==> config.mk <==
export PLATFORM = sky130hd
export DESIGN_NAME = sck_slow_clk_sel
export DESIGN_NICKNAME = d
export VERILOG_FILES = /design/src/rtl/sck_pkg.sv /design/src/rtl/sck_regs.sv /design/src/rtl/sck_src_fsm.sv /design/src/rtl/sck_divider.sv /design/src/rtl/sck_slow_clk_sel.sv
export SDC_FILE = /design/constraint.sdc
export NUM_CORES = 1
export LEC_CHECK = 0
export ABC_AREA = 1
export BUFFER_PORTS_ARGS = -buffer_cell sky130_fd_sc_hd__buf_4
export CAP_MARGIN = 40
export CORE_MARGIN = 2
export CORE_UTILIZATION = 49
export CTS_CLUSTER_SIZE = 14
export DETAILED_ROUTE_END_ITERATION = 10
export PLACE_DENSITY = 0.89
export SLEW_MARGIN = 20
export SYNTH_ARGS = -nofsm -noshare
export SYNTH_HDL_FRONTEND = slang
export SYNTH_HIERARCHICAL = 1
export SYNTH_SLANG_ARGS = --single-unit
==> constraint.sdc <==
create_clock -name clk -period 3.3 [get_ports clk]
set_input_delay 0.33 -clock clk [delete_from_list [all_inputs] [get_ports clk]]
set_output_delay 0.33 -clock clk [all_outputs]
set_load 0.005 [all_outputs]
==> src/rtl/sck_pkg.sv <==
package sck_pkg;
    localparam int DATA_W  = 32;
    localparam int ADDR_W  = 8;
    localparam int NDIV_W  = 5;

    localparam logic [ADDR_W-1:0] OFF_CTRL = 8'h00;
    localparam logic [ADDR_W-1:0] OFF_NDIV = 8'h08;
    localparam logic [ADDR_W-1:0] OFF_GATE = 8'h60;

    localparam logic [DATA_W/2-1:0] UNLOCK_KEY = 16'h16AA;

    typedef enum logic {
        SRC_INTERNAL = 1'b0,
        SRC_EXTERNAL = 1'b1
    } src_e;
endpackage

==> src/rtl/sck_regs.sv <==
module sck_regs
    import sck_pkg::*;
#(
    parameter logic [DATA_W/2-1:0] KEY = UNLOCK_KEY
) (
    input  logic              clk,
    input  logic              rst_n,
    input  logic              wr,
    input  logic [ADDR_W-1:0] addr,
    input  logic [DATA_W-1:0] wdata,
    input  logic              sel_ext,
    output logic [DATA_W-1:0] rdata,
    output logic              ctrl_ok,
    output logic              want_ext,
    output logic              ndiv_wr,
    output logic [NDIV_W-1:0] ndiv,
    output logic              gate_en
);
    localparam int KEY_LSB = DATA_W / 2;

    logic gate_wr;

    // key check: only the upper half decides whether a control write lands
    assign ctrl_ok  = wr && (addr == OFF_CTRL) && (wdata[DATA_W-1:KEY_LSB] == KEY);
    assign want_ext = wdata[0];
    assign ndiv_wr  = wr && (addr == OFF_NDIV);
    assign gate_wr  = wr && (addr == OFF_GATE);

    always_ff @(posedge clk or negedge rst_n) begin
        if (!rst_n) begin
            ndiv    <= '0;
            gate_en <= 1'b0;
        end else begin
            if (ndiv_wr) ndiv    <= wdata[NDIV_W-1:0];
            if (gate_wr) gate_en <= wdata[0];
        end
    end

    always_comb begin
        rdata = '0;
        unique case (addr)
            OFF_CTRL: rdata[0]          = sel_ext;
            OFF_NDIV: rdata[NDIV_W-1:0] = ndiv;
            OFF_GATE: rdata[0]          = gate_en;
            default:  rdata             = '0;
        endcase
    end
endmodule

==> src/rtl/sck_src_fsm.sv <==
module sck_src_fsm
    import sck_pkg::*;
(
    input  logic clk,
    input  logic rst_n,
    input  logic ctrl_ok,
    input  logic want_ext,
    output logic sel_ext,
    output logic src_change
);
    src_e state_q, state_d;

    // next-state logic: GO_EXTERNAL / GO_INTERNAL on an unlocked write
    always_comb begin
        state_d = state_q;
        unique case (state_q)
            SRC_INTERNAL: if (ctrl_ok && want_ext)  state_d = SRC_EXTERNAL;
            SRC_EXTERNAL: if (ctrl_ok && !want_ext) state_d = SRC_INTERNAL;
            default:      state_d = SRC_INTERNAL;
        endcase
    end

    always_ff @(posedge clk or negedge rst_n) begin
        if (!rst_n) state_q <= SRC_INTERNAL;
        else        state_q <= state_d;
    end

    always_comb begin
        sel_ext    = (state_q == SRC_EXTERNAL);
        src_change = (state_d != state_q);
    end
endmodule

==> src/rtl/sck_divider.sv <==
module sck_divider
    import sck_pkg::*;
#(
    parameter int PRESCALE = 32
) (
    input  logic              clk,
    input  logic              rst_n,
    input  logic              run,
    input  logic              tick_in,
    input  logic              restart,
    input  logic [NDIV_W-1:0] ndiv,
    output logic              tick_out
);
    localparam int PRE_W = (PRESCALE > 1) ? $clog2(PRESCALE) : 1;

    logic pre_done;
    logic [NDIV_W-1:0] div_q;

    generate
        if (PRESCALE > 1) begin : g_pre
            localparam logic [PRE_W-1:0] PRE_LAST = PRE_W'(PRESCALE - 1);
            logic [PRE_W-1:0] pre_q;
            assign pre_done = run && tick_in && (pre_q == PRE_LAST);
            always_ff @(posedge clk or negedge rst_n) begin
                if (!rst_n)               pre_q <= '0;
                else if (restart)         pre_q <= '0;
                else if (run && tick_in)  pre_q <= pre_done ? '0 : pre_q + 1'b1;
            end
        end else begin : g_nopre
            assign pre_done = run && tick_in;
        end
    endgenerate

    assign tick_out = pre_done && (div_q == ndiv) && !restart;

    always_ff @(posedge clk or negedge rst_n) begin
        if (!rst_n)        div_q <= '0;
        else if (restart)  div_q <= '0;
        else if (pre_done) div_q <= (div_q == ndiv) ? '0 : div_q + 1'b1;
    end
endmodule

==> src/rtl/sck_slow_clk_sel.sv <==
module sck_slow_clk_sel
    import sck_pkg::*;
#(
    parameter int                  PRESCALE = 32,
    parameter logic [DATA_W/2-1:0] KEY      = UNLOCK_KEY
) (
    input  logic              clk,
    input  logic              rst_n,
    input  logic              reg_wr,
    input  logic [ADDR_W-1:0] reg_addr,
    input  logic [DATA_W-1:0] reg_wdata,
    output logic [DATA_W-1:0] reg_rdata,
    input  logic              int_tick,
    input  logic              ext_tick,
    output logic              slow_tick,
    output logic              pin_tick
);
    logic              ctrl_ok, want_ext, ndiv_wr, gate_en;
    logic              sel_ext, src_change, restart, div_tick, slow_d;
    logic [NDIV_W-1:0] ndiv;

    sck_regs #(.KEY(KEY)) u_regs (
        .clk(clk), .rst_n(rst_n), .wr(reg_wr), .addr(reg_addr),
        .wdata(reg_wdata), .sel_ext(sel_ext), .rdata(reg_rdata),
        .ctrl_ok(ctrl_ok), .want_ext(want_ext), .ndiv_wr(ndiv_wr),
        .ndiv(ndiv), .gate_en(gate_en)
    );

    sck_src_fsm u_fsm (
        .clk(clk), .rst_n(rst_n), .ctrl_ok(ctrl_ok), .want_ext(want_ext),
        .sel_ext(sel_ext), .src_change(src_change)
    );

    assign restart = src_change || ndiv_wr;

    sck_divider #(.PRESCALE(PRESCALE)) u_div (
        .clk(clk), .rst_n(rst_n), .run(!sel_ext), .tick_in(int_tick),
        .restart(restart), .ndiv(ndiv), .tick_out(div_tick)
    );

    assign slow_d = restart ? 1'b0 : (sel_ext ? ext_tick : div_tick);

    always_ff @(posedge clk or negedge rst_n) begin
        if (!rst_n) begin
            slow_tick <= 1'b0;
            pin_tick  <= 1'b0;
        end else begin
            slow_tick <= slow_d;
            pin_tick  <= slow_d && gate_en;
        end
    end
endmodule

# Word-level counts from Yosys, hierarchy flattened
# Cells that the tools add are included.
# totals
out_inout_bits	34
register_bits	19
elab_cells	47
# op_classes
n_reduce_logical	18
addsub	2
muxes	13
n_eq_ne	6
n_bitwise	1
# op_table
operator	n
$mux 5	6
$eq 16x13->1 const B	1
$logic_and 1x1->1	11
$add 5x1->5 const B	2
$eq 8x4->1 const B	1
$eq 8x7->1 const B	1
$logic_not 8->1	1
$eq 5x5->1	1
$eq 5x5->1 const B	1
$mux 1	4
$mux 4	1
$reduce_bool 2->1	2
$logic_not 1->1	3
$pmux 1 s3	1
$pmux 1 s2	1
$logic_or 1x1->1	1
$ne 1x1->1	1
$not 1->1	1

# Logic depth before layout (Yosys ltp)
# Gate-level depths: netlist (run 1).
# depth
ltp_word	13
depth_mapped	16
mapped_depth_nobuf	15

# Hierarchy
# The synthesis (run 1) kept the hierarchy.
# modules_own_cells
mod	instances	area_each_um2	cells_per_inst
sck_regs	1	713.2	116
sck_divider	1	615.6	82
sck_slow_clk_sel	1	105.1	13
sck_src_fsm	1	55.1	8

# Worst setup path after synthesis (run 1)
# No wires, ideal clock.
# synth_timing
path_type	in2reg
from	input reg_wr
to	register u_div.g_pre.pre_q[3]
path_slack_ns	1.487
arrival_time_ns	1.690
path_buffers	1
cell_stages	15
path_cell_list	buf_6 -> inv_2 -> or2_1 -> nor2_1 -> nand2_1 -> nor2_2 -> nand3_1 -> nand2_1 -> nor2_2 -> inv_1 -> inv_1 -> nand2_1 -> nand4_1 -> o21ai_0 -> a21oi_1
# synth_via
elab_chain_len	8
# synth_lines
element	line	text
start: declaration	sck_slow_clk_sel.sv:9	input logic reg_wr,
$logic_and 1x1->1 * (2 in a row)	sck_regs.sv:24	assign ctrl_ok = wr && (addr == OFF_CTRL) && (wdata[DATA_W-1:KEY_LSB] == KEY);
via ctrl_ok	sck_slow_clk_sel.sv:18	logic ctrl_ok, want_ext, ndiv_wr, gate_en;
$logic_and 1x1->1, on equally long branches	sck_src_fsm.sv:18, sck_src_fsm.sv:17	
$mux 1, on equally long branches	sck_src_fsm.sv:18, sck_src_fsm.sv:17	
$pmux 1 s2 *	sck_src_fsm.sv:16	unique case (state_q)
$ne 1x1->1 *	sck_src_fsm.sv:30	src_change = (state_d != state_q);
via src_change	sck_slow_clk_sel.sv:19	logic sel_ext, src_change, restart, div_tick, slow_d;
$logic_or 1x1->1 *	sck_slow_clk_sel.sv:34	assign restart = src_change || ndiv_wr;
via restart	sck_slow_clk_sel.sv:19	
$mux 5 / $reduce_bool 2->1 (equally long branches)	n/a	
end signal: assignment	sck_divider.sv:27	else if (run && tick_in) pre_q <= pre_done ? '0 : pre_q + 1'b1;
end: declaration	sck_divider.sv:22	logic [PRE_W-1:0] pre_q;
# Mark *: on every way through the listed nets, which the timed path passes. The rest lies on a longest branch.
# A chain may end at the register's enable or synchronous reset.

# Worst setup path in the final report (run 1)
# layout_timing
from	input reg_addr[4]
to	register u_div.g_pre.pre_q[3]
# layout_via
elab_chain_len	9
# layout_lines
element	line	text
start: declaration	sck_slow_clk_sel.sv:10	input logic [ADDR_W-1:0] reg_addr,
$logic_not 8->1 *	sck_regs.sv:24	
$logic_and 1x1->1 * (2 in a row)	sck_regs.sv:24	
via ctrl_ok	sck_slow_clk_sel.sv:18	
$logic_and 1x1->1, on equally long branches	sck_src_fsm.sv:18, sck_src_fsm.sv:17	
$mux 1, on equally long branches	sck_src_fsm.sv:18, sck_src_fsm.sv:17	
$pmux 1 s2 *	sck_src_fsm.sv:16	
$ne 1x1->1 *	sck_src_fsm.sv:30	
via src_change	sck_slow_clk_sel.sv:19	
$logic_or 1x1->1 *	sck_slow_clk_sel.sv:34	
via restart	sck_slow_clk_sel.sv:19	
$mux 5 / $reduce_bool 2->1 (equally long branches)	n/a	
# Marked as above.

==> results.sh, run 1 <==
export IMPL_numPortBuffers=40
export IMPL_design_area_mm2=0.00174
export IMPL_r2r_start="u_div/g_pre.pre_q[0]$_DFFE_PN0P_"
export IMPL_slowest_stage="o21ai_0"
export IMPL_ys_seq_area_frac=0.319
export IMPL_cp_common_cell="nand2_1"
export IMPL_worst_path_max_fanout=5
export IMPL_clock_tree_root_cell="clkbuf_4"
export IMPL_synth_area_mm2=0.00149
export IMPL_path_class="in -> reg"
export IMPL_max_vdd_ir_drop_mv=0.102
export IMPL_cts_buffers=3
export IMPL_clock_sinks=19
export IMPL_critPathLaunchType="input port"
export IMPL_dpl_worst_slack_ps=1130
export IMPL_diodes=0
export IMPL_routed_wl_um=2810
export IMPL_fmaxAchievable_mhz=534
export IMPL_coreArea_mm2=0.00298
export IMPL_p_seq_frac=0.562
export IMPL_via_count=1319
export IMPL_drc=0
export IMPL_dp_hpwl_um=2320
export IMPL_ant_nets=0
export IMPL_hold_class="in -> reg"
export IMPL_fin_ws_ps=1430
export IMPL_cts_tree="built"
export IMPL_drt_iter0_drc=30
export IMPL_routed_via_density=4.49
export IMPL_setup_viol=0
export IMPL_die_x_um=59.1
export IMPL_syn_inst=219
export IMPL_tns_ps=0
export IMPL_antenna_found_initial=0
export IMPL_multiInputGateArea_um2=729
export IMPL_swShare=0.256
export IMPL_fin_cells=294
export IMPL_cp_num_cells=15
export IMPL_min_from="reg_wdata[2]"
export IMPL_cp_num_buf_inv=3
export IMPL_rows=20
export IMPL_startpoint="reg_addr[4]"
export IMPL_p_switching_w=0.000112
export IMPL_grt_pass1_wl_um=4770
export IMPL_period_share=0.568
export IMPL_io_pins=79
export IMPL_cts_buffer_depth=2
export IMPL_synth_cell_types=25
export IMPL_cellPowerDensity_mw_per_mm2=251
export IMPL_end_kind="flop"
export IMPL_rsz0062_at_grt="false"
export IMPL_regArea_um2=475
export IMPL_nets=310
export IMPL_worstHoldPathCells=3
export IMPL_dieArea_mm2=0.00350
export IMPL_fill_cells=304
export IMPL_p_int_w=0.000326
export IMPL_critical_path_max_stage_delay_ps=190
export IMPL_clock_skew_ps=4.78
export IMPL_r2r_cells=10
export IMPL_start_util=0.500
export IMPL_slew_viol_final=0
export IMPL_grt_max_degree=20
export IMPL_cp_cell_sequence="buf_4 -> nor2_1 -> nand2_1 -> nor2_1 -> nand2_1 -> nor2_2 -> nand3_1 -> nand2_1 -> nor2_2 -> inv_1 -> inv_1 -> nand2_1 -> nand4_1 -> o21ai_0 -> a21oi_1"
export IMPL_period_needed_ps=1870
export IMPL_max_cap_violations=0
export IMPL_clock_latency_ps=290
export IMPL_die_h_um=59.1
export IMPL_track_usage=0.171
export IMPL_area_delta_synth_final_pct=17.1
export IMPL_firstDrtPassIters=4
export IMPL_arrival_ps=2050
export IMPL_crit_family="simple AND/OR/NAND/NOR gates"
export IMPL_p_clk_frac=0.259
export IMPL_final_hold_violation_count=0
export IMPL_dpl_instance_area_mm2=0.00171
export IMPL_cp_required_ps=3480
export IMPL_synth_seq_cells=19
export IMPL_yosysWarnings=6
export IMPL_comb_power_share=0.180
export IMPL_wl_per_cell_um=9.55
export IMPL_gp_congestion=0.806
export IMPL_drive_above_1_share=0.222
export IMPL_leakage_nw=1.02
export IMPL_avgSynthCellArea_um2=6.80
export IMPL_dp_cells=289
export IMPL_h_tree_depth=1
export IMPL_grt_overflow=0
export IMPL_clkTransAtPathRegs_ps=100
export IMPL_grt_pass1_vias=1224
export IMPL_status="complete, no violations"
==> worst paths after layout <==
| kind | to | slack (ps) |
|---|---|---|
| setup / recovery | u_div/g_pre.pre_q[3]$_DFFE_PN0P_ | 1430 |
| hold / removal | u_regs/ndiv[2]$_DFFE_PN0P_ | 280 |
| setup reg to reg | u_div/g_pre.pre_q[2]$_DFFE_PN0P_ | 1700 |
| hold reg to reg | u_regs/gate_en$_DFFE_PN0P_ | 520 |
| max in group asynchronous | u_div/g_pre.pre_q[1]$_DFFE_PN0P_ | 2660 |
| min in group asynchronous | u_regs/ndiv[3]$_DFFE_PN0P_ | 440 |
==> worst reg2reg max path, cell delays in order, from the launching register on <==
cell	delay, ps
dfrtp_1	410
ha_1	220
nand2_1	90
nor2_1	60
ha_1	200
nand2_4	100
nand2_4	70
inv_4	90
o21ai_1	60
or2_1	210
inv_1	50
==> power groups by stage <==
| stage | Combinational (W) | Sequential (W) | Clock, W |
|---|---|---|---|
| global placement | 0.0000754 | 0.000250 | 0 |
| global route | 0.0000913 | 0.000247 | 0.000125 |
| detailed placement | 0.0000775 | 0.000251 | 0 |
| floorplan | 0.0000601 | 0.000249 | 0 |
| finish | 0.0000787 | 0.000246 | 0.000113 |
| CTS | 0.0000788 | 0.000246 | 0.000117 |
==> synthesized netlist by cell type <==
cell | number | area share
o21ai_0 | 6 | 0.020
nand2_4 | 2 | 0.015
nor2_4 | 1 | 0.0076
nand2_2 | 2 | 0.0084
xor2_1 | 2 | 0.012
nand4_1 | 2 | 0.0084
buf_6 | 1 | 0.0076
nand3_2 | 2 | 0.013
nor2_2 | 3 | 0.013
xnor2_1 | 1 | 0.0059
inv_1 | 37 | 0.093
nor3b_1 | 1 | 0.0050
conb_1 | 1 | 0.0025
buf_4 | 28 | 0.14
a21oi_1 | 5 | 0.017
nand3_1 | 22 | 0.074
nor2_1 | 21 | 0.053
inv_2 | 4 | 0.010
nand2_1 | 50 | 0.13
ha_1 | 3 | 0.025
inv_4 | 1 | 0.0042
o21ai_1 | 2 | 0.0067
or2_1 | 2 | 0.0084
dfrtp_1 | 19 | 0.32
nor3_1 | 1 | 0.0034
==> stage by stage <==
stage	util	hold WS (ps)	power, W
6_report	0.585	276	0.000438
2_1_floorplan	-	34.4	0.000309
3_3_place_gp	0.573	216	0.000326
3_5_place_dp	0.573	216	0.000328
5_1_grt	0.585	268	0.000463
4_1_cts	0.585	270	0.000442
==> repair_timing <==
action / in CTS / in global routing
gates resized for setup: 0 / 0
setup buffers: 0 / 0
endpoints found under the hold margin: 19 / 0
setup endpoints to repair: 0 / 0
hold buffers: 1 / 0
==> kinds of logic (layout without fill, tap and decap cells) <==
logic type,count (synthesis),count (layout),synth area share
xor+xnor,3,3,0.0177
compound gates,13,13,0.0437
other cells,1,27,0.00252
buf+inv,71,87,0.256
simple gates,109,109,0.335
flops,19,19,0.319
fa+ha+maj,3,3,0.0252
==> cell usage in the layout (no fill, tap or decap), types with 4 or more instances in the layout <==
| master | instances |
|---|---|
| nor2_1 | 21 |
| buf_4 | 40 |
| o21ai_0 | 6 |
| inv_1 | 37 |
| nand2_1 | 50 |
| nand3_1 | 22 |
| conb_1 | 27 |
| inv_2 | 4 |
| dfrtp_1 | 19 |
| a21oi_1 | 5 |
==> state kept, by name, indices dropped and copies added (netlist names) <==
register / count
u_regs/ndiv: 5
u_regs/gate_en: 1
pin_tick: 1
slow_tick: 1
u_div/g_pre.pre_q: 5
u_div/div_q: 5
u_fsm/sel_ext: 1
==> metal layers <==
metal	track usage	vias to the layer above	share of wire
li1	-	701	-
met1	0.190	578	0.42
met2	0.338	38	0.53
met3	0.0262	2	0.045
met4	0.0357	0	0.0068
met5	0	-	0
==> cell type report <==
| cell class | count | area share |
|---|---|---|
| inverter | 42 | 0.0919 |
| multi-input combinational | 155 | 0.419 |
| tap | 33 | 0.0237 |
| clock buffer | 4 | 0.0151 |
| timing repair buffer | 41 | 0.178 |
| sequential | 19 | 0.273 |
No activity file was read; power rests on OpenSTA's default activity.
==> run 2, diff against run 1 <==
--- a/config.mk
+++ b/config.mk
@@ -9,10 +9,10 @@
 export BUFFER_PORTS_ARGS = -buffer_cell sky130_fd_sc_hd__buf_4
 export CAP_MARGIN = 40
 export CORE_MARGIN = 2
-export CORE_UTILIZATION = 49
+export CORE_UTILIZATION = 45
 export CTS_CLUSTER_SIZE = 14
 export DETAILED_ROUTE_END_ITERATION = 10
-export PLACE_DENSITY = 0.89
+export PLACE_DENSITY = 0.83
 export SLEW_MARGIN = 20
 export SYNTH_ARGS = -nofsm -noshare
 export SYNTH_HDL_FRONTEND = slang
==> constraint.sdc (replaced) <==
create_clock -name clk -period 1.87 [get_ports clk]
set_input_delay 0.187 -clock clk [delete_from_list [all_inputs] [get_ports clk]]
set_output_delay 0.187 -clock clk [all_outputs]
set_load 0.005 [all_outputs]
==> run 2 against run 1 <==
  * Cell count up 5.8%
  * Largest cell class unchanged
  * Clock skew up 3.3 ps
  * Critical endpoint is now u_div/g_pre.pre_q[2]$_DFFE_PN0P_
  * Via count grew 0.61%
==> results.sh, run 2 (same netlist as run 1, synthesis figures left out) <==
export IMPL_reg_top3="u_div/div_q: 5 flops, u_div/g_pre.pre_q: 5 flops, u_regs/ndiv: 5 flops"
export IMPL_grt_overflow=0
export IMPL_clock_sinks=19
export IMPL_total_power_w=0.000776
export IMPL_ant_nets=0
export IMPL_final_core_util=0.581
export IMPL_diodes=0
export IMPL_fill_cells=313
export IMPL_grt_max_degree=20
export IMPL_h_tree_depth=1
export IMPL_swShare=0.257
export IMPL_holdWs_ps=116
export IMPL_dieArea_mm2=0.00378
export IMPL_use_met1=0.209
export IMPL_grt_pass1_vias=1199
export IMPL_hold_class="in -> reg"
export IMPL_drc=0
export IMPL_rows=20
export IMPL_mostFrequentLayoutCells="nand2_1, buf_4, inv_1"
export IMPL_clock_skew_ps=8.11
export IMPL_worst_path_max_fanout=7
export IMPL_ctsResizeCount=0
export IMPL_cts_buffers=3
export IMPL_nets=316
export IMPL_clock_tree_root_cell="clkbuf_4"
export IMPL_status="complete, no violations"
export IMPL_die_x_um=61.5
export IMPL_setup_viol=0
export IMPL_cp_required_ps=2110
export IMPL_use_met3=0.0462
export IMPL_comb_power_share=0.181
export IMPL_grt_pass1_wl_um=4750
export IMPL_io_pins=79
export IMPL_fin_cells=311
export IMPL_arrival_ps=1810
export IMPL_max_cap_violations=0
export IMPL_via_count=1327
export IMPL_r2r_cells=10
export IMPL_cellPowerDensity_mw_per_mm2=431
export IMPL_cts_buffer_depth=2
export IMPL_cts_tree="built"
export IMPL_busiest_layer="met2"
export IMPL_leakage_nw=1.05
export IMPL_die_h_um=61.5
export IMPL_clkTransAtPathRegs_ps=100
export IMPL_p_clk_frac=0.260
export IMPL_critPathLaunchType="flop"
export IMPL_max_vdd_ir_drop_mv=0.321
export IMPL_dp_hpwl_um=2240
export IMPL_tns_ps=0
export IMPL_clock_latency_ps=290
export IMPL_p_seq_frac=0.559
export IMPL_final_hold_violation_count=0
export IMPL_grt_use_met2=0.283
export IMPL_routed_via_density=4.27
export IMPL_antenna_found_initial=0
export IMPL_period_needed_ps=1570
export IMPL_rsz0062_at_grt="false"
export IMPL_regArea_um2=475
export IMPL_drt_iter0_drc=49
export IMPL_worstHoldPathCells=3
export IMPL_p_switching_w=0.000199
export IMPL_end_kind="flop"
export IMPL_firstDrtPassIters=4
export IMPL_period_share=0.839
export IMPL_track_usage=0.166
export IMPL_multiInputGateArea_um2=729
export IMPL_coreArea_mm2=0.00310
export IMPL_fmaxAchievable_mhz=637
export IMPL_start_util=0.480
export IMPL_area_delta_synth_final_pct=21.0
export IMPL_final_common_cell="nand2_1"
export IMPL_dp_cells=306
export IMPL_gp_congestion=0.869
export IMPL_wl_per_cell_um=8.63
export IMPL_p_int_w=0.000577
export IMPL_path_class="reg -> reg"
export IMPL_slew_viol_final=0
export IMPL_routed_wl_um=2690
export IMPL_numPortBuffers=40
export IMPL_drive_above_1_share=0.240
run 2: per-stage QoR:
step	worst slack, ps	cell area, um2
2_1_floorplan	200	1590
3_3_place_gp	88.1	1770
3_5_place_dp	54.4	1770
4_1_cts	286	1800
5_1_grt	137	1800
6_report	300	1800
run 2: worst paths after layout:
check | startpoint | to | slack (ps)
max | u_div/g_pre.pre_q[0]$_DFFE_PN0P_ | u_div/g_pre.pre_q[2]$_DFFE_PN0P_ | 300
min | reg_wdata[1] | u_regs/ndiv[1]$_DFFE_PN0P_ | 120
max reg2reg | u_div/g_pre.pre_q[0]$_DFFE_PN0P_ | u_div/g_pre.pre_q[2]$_DFFE_PN0P_ | 300
min reg2reg | u_regs/gate_en$_DFFE_PN0P_ | u_regs/gate_en$_DFFE_PN0P_ | 510
max in group asynchronous | rst_n | u_regs/gate_en$_DFFE_PN0P_ | 1370
min in group asynchronous | rst_n | u_div/div_q[3]$_DFFE_PN0P_ | 290
run 2: cell type report:
cell class / count / share of cell area
repair buffers: 47 / 0.197
multi-input cells: 155 / 0.405
inverters: 42 / 0.0889
clock buffers: 4 / 0.0146
well taps: 44 / 0.0306
flip-flops and latches: 19 / 0.264
run 2: critical path, cell delays in order (launching register included):
cell	delay, ps
dfrtp_1	410
ha_1	220
nand2_1	90
nor2_1	50
ha_1	200
nand2_4	100
nand2_4	70
inv_4	90
o21ai_1	60
or2_1	200
inv_1	50
run 2: power groups by stage:
| stage | Sequential (W) | Combinational [W] | Clock (W) |
|---|---|---|---|
| floorplan | 0.000440 | 0.000106 | 0 |
| global placement | 0.000442 | 0.000136 | 0 |
| detailed placement | 0.000442 | 0.000138 | 0 |
| CTS | 0.000434 | 0.000141 | 0.000216 |
| global route | 0.000436 | 0.000164 | 0.000235 |
| finish | 0.000434 | 0.000141 | 0.000202 |
run 2: timing repair:
action	4_1_cts	5_1_grt
endpoints found under the hold margin	19	0
hold buffers	1	0
setup buffers	0	0
run 2: metal layers:
layer / up-vias / share of wire
met5: - / 0
met4: 0 / 0.0030
met3: 2 / 0.064
met2: 47 / 0.48
met1: 571 / 0.45
li1: 707 / -
==> run 3, diff against run 2 <==
--- a/config.mk
+++ b/config.mk
@@ -5,14 +5,14 @@
 export SDC_FILE = /design/constraint.sdc
 export NUM_CORES = 1
 export LEC_CHECK = 0
-export ABC_AREA = 1
+export ABC_AREA = 0
 export BUFFER_PORTS_ARGS = -buffer_cell sky130_fd_sc_hd__buf_4
 export CAP_MARGIN = 40
 export CORE_MARGIN = 2
-export CORE_UTILIZATION = 45
+export CORE_UTILIZATION = 43
 export CTS_CLUSTER_SIZE = 14
 export DETAILED_ROUTE_END_ITERATION = 10
-export PLACE_DENSITY = 0.83
+export PLACE_DENSITY = 0.82
 export SLEW_MARGIN = 20
 export SYNTH_ARGS = -nofsm -noshare
 export SYNTH_HDL_FRONTEND = slang
==> constraint.sdc (replaced) <==
create_clock -name clk -period 1.5 [get_ports clk]
set_input_delay 0.15 -clock clk [delete_from_list [all_inputs] [get_ports clk]]
set_output_delay 0.15 -clock clk [all_outputs]
set_load 0.005 [all_outputs]
==> run 3 against run 2 <==
  * The run now ends with negative setup slack left
  * Critical path depth shrank 4
  * Critical endpoint is now u_div/div_q[1]$_DFFE_PN0P_
  * Flip-flop and latch count is the same
  * Largest cell class unchanged
  * Highest routed layer unchanged
  * Via count shrank 10%
==> results.sh, run 3 <==
export IMPL_min_from="reg_wdata[4]"
export IMPL_dieArea_mm2=0.00360
export IMPL_async_flop_share=1.00
export IMPL_violations="negative setup slack"
export IMPL_grt_max_degree=20
export IMPL_final_common_cell="buf_4"
export IMPL_max_cap_violations=0
export IMPL_setup_viol=10
export IMPL_io_pins=79
export IMPL_drive_above_1_share=0.468
export IMPL_synth_cell_types=34
export IMPL_fin_cells=249
export IMPL_cts_buffer_depth=2
export IMPL_firstDrtPassIters=4
export IMPL_clock_latency_ps=290
export IMPL_drc=0
export IMPL_grt_overflow=0
export IMPL_clock_sinks=19
export IMPL_worstHoldPathCells=2
export IMPL_status="complete, but fails checks"
export IMPL_clock_skew_ps=5.93
export IMPL_mostFrequentLayoutCells="buf_4, conb_1, dfrtp_1"
export IMPL_tns_ps=-1860
export IMPL_holdPathEnd="u_regs/ndiv[4]$_DFFE_PN0P_"
export IMPL_end_kind="flop"
export IMPL_r2r_cells=6
export IMPL_final_hold_violation_count=0
export IMPL_r2r_slack_ps=-330
export IMPL_max_vdd_ir_drop_mv=0.739
export IMPL_ant_nets=0
export IMPL_track_usage=0.174
export IMPL_clock_tree_root_cell="clkbuf_4"
export IMPL_reg_top3="u_div/div_q: 5 flops, u_div/g_pre.pre_q: 5 flops, u_regs/ndiv: 5 flops"
export IMPL_synth_seq_cells=19
export IMPL_cts_buffers=3
export IMPL_slew_viol_final=0
export IMPL_avgSynthCellArea_um2=9.84
export IMPL_via_count=1193
export IMPL_hold_class="in -> reg"
export IMPL_area_delta_synth_final_pct=43.5
export IMPL_gp_congestion=0.798
export IMPL_synth_top_flop_cell="dfrtp_1"
export IMPL_r2r_start="u_fsm/sel_ext$_DFF_PN0_"
export IMPL_grt_pass1_vias=1056
export IMPL_worstMarginPinSlew_ps=581
export IMPL_rows=20
export IMPL_dpl_worst_slack_ps=-324
export IMPL_die_x_um=60.0
export IMPL_design_area_mm2=0.00193
export IMPL_synth_area_mm2=0.00135
export IMPL_routed_wl_um=3090
export IMPL_drt_iter0_drc=38
export IMPL_critical_path_max_stage_delay_ps=420
export IMPL_rr_endpoint="u_div/div_q[1]$_DFFE_PN0P_"
export IMPL_routed_via_density=4.79
export IMPL_period_share=1.22
export IMPL_slowest_stage="dfrtp_1"
export IMPL_numPortBuffers=40
export IMPL_synth_edf_count=0
export IMPL_dp_cells=238
export IMPL_fmaxAchievable_mhz=545
export IMPL_ys_seq_area_frac=0.353
export IMPL_synth_common_cells="buf_4, dfrtp_1, nand3_1"
export IMPL_die_h_um=60.0
export IMPL_coreArea_mm2=0.00303
export IMPL_grt_pass1_wl_um=4690
export IMPL_cp_required_ps=1710
export IMPL_max_slew_margin=0.611
export IMPL_syn_inst=137
export IMPL_worst_path_max_fanout=5
export IMPL_antenna_found_initial=0
export IMPL_clkTransAtPathRegs_ps=110
export IMPL_start_util=0.445
export IMPL_yosysWarnings=6
export IMPL_synth_most_common_cell="buf_4"
export IMPL_dpl_instance_area_mm2=0.00174
export IMPL_h_tree_depth=1
export IMPL_synth_area_top_cells="dfrtp_1, buf_4, mux2_2"
export IMPL_rsz0062_at_grt="true"
export IMPL_fin_ws_ps=-334
export IMPL_period_needed_ps=1830
export IMPL_leakage_nw=0.935
export IMPL_cts_tree="built"
export IMPL_cellPowerDensity_mw_per_mm2=851
export IMPL_yosysTopAreaCell="dfrtp_1"
export IMPL_nets=254
export IMPL_cp_cell_sequence="xor2_1 -> and2_1 -> or2_4 -> or3_4 -> buf_4 -> o31ai_4"
export IMPL_dp_hpwl_um=2220
export IMPL_path_class="reg -> reg"
export IMPL_critPathLaunchType="flop"
export IMPL_total_power_w=0.00165
export IMPL_diodes=0
export IMPL_arrival_ps=2040
export IMPL_wl_per_cell_um=12.4
export IMPL_netlist_area_leader_share=0.353
==> run 3: where the power goes <==
part           total, W  internal, W  switching [W]
registers      0.000668     0.000596      0.0000722
logic          0.000718     0.000369       0.000349
clock network  0.000259     0.000103       0.000155
==> run 3: what timing repair did <==
action	CTS	global route
setup endpoints to repair	10	12
hold endpoints to repair	19	0
buffers inserted	5	2
hold buffers	1	0
pin swaps	6	4
resized for setup	14	5
==> run 3: layout make-up <==
type	count	area, um2
fill	261	1090
multi-input combinational	112	856
timing repair buffer	66	505
sequential	19	475
tap	44	55.1
clock buffer	4	26.3
inverter	4	15.0
==> run 3: routing by layer <==
layer / wire, um / global-route usage / vias up
li1: - / - / 565
met1: 1200 / 0.213 / 576
met2: 1700 / 0.318 / 48
met3: 177 / 0.0325 / 4
met4: 23 / 0.0286 / 0
met5: 0 / 0 / -
==> run 3: critical path: cells and delay by family, from the launching register on <==
family          cells  cell delay (ps)
simple gates        3              790
buf+inv             1              160
compound gates      1              240
flops               1              420
xor+xnor            1              140
==> run 3: cell families (layout without fill, tap and decap cells) <==
family	Yosys count	after routing	synth area share
multiplexers	8	8	0.0659
AO/OA/AOI/OAI	11	11	0.0501
adder cells (fa/ha/maj)	3	3	0.0279
AND/OR/NAND/NOR	53	53	0.268
flip-flops	19	19	0.353
buffers and inverters	32	74	0.167
other	1	27	0.00278
XOR/XNOR	10	10	0.0650
==> run 3: worst max path at each step <==
stage | startpoint | endpoint | slack [ps]
after floorplan | u_fsm/sel_ext$_DFF_PN0_ | pin_tick$_DFF_PN0_ | -270
after global placement | reg_wdata[25] | pin_tick$_DFF_PN0_ | -270
after detailed placement | u_div/g_pre.pre_q[0]$_DFFE_PN0P_ | pin_tick$_DFF_PN0_ | -320
after CTS | u_fsm/sel_ext$_DFF_PN0_ | pin_tick$_DFF_PN0_ | -300
after global routing | u_fsm/sel_ext$_DFF_PN0_ | pin_tick$_DFF_PN0_ | -390
final | u_fsm/sel_ext$_DFF_PN0_ | u_div/div_q[1]$_DFFE_PN0P_ | -330
==> run 3: stage by stage <==
step                utilization  hold slack [ps]
floorplan                     -             -146
global placement          0.575             34.2
detailed placement        0.575             37.2
CTS                       0.626             79.0
global route              0.638             67.8
finish                    0.638             82.3
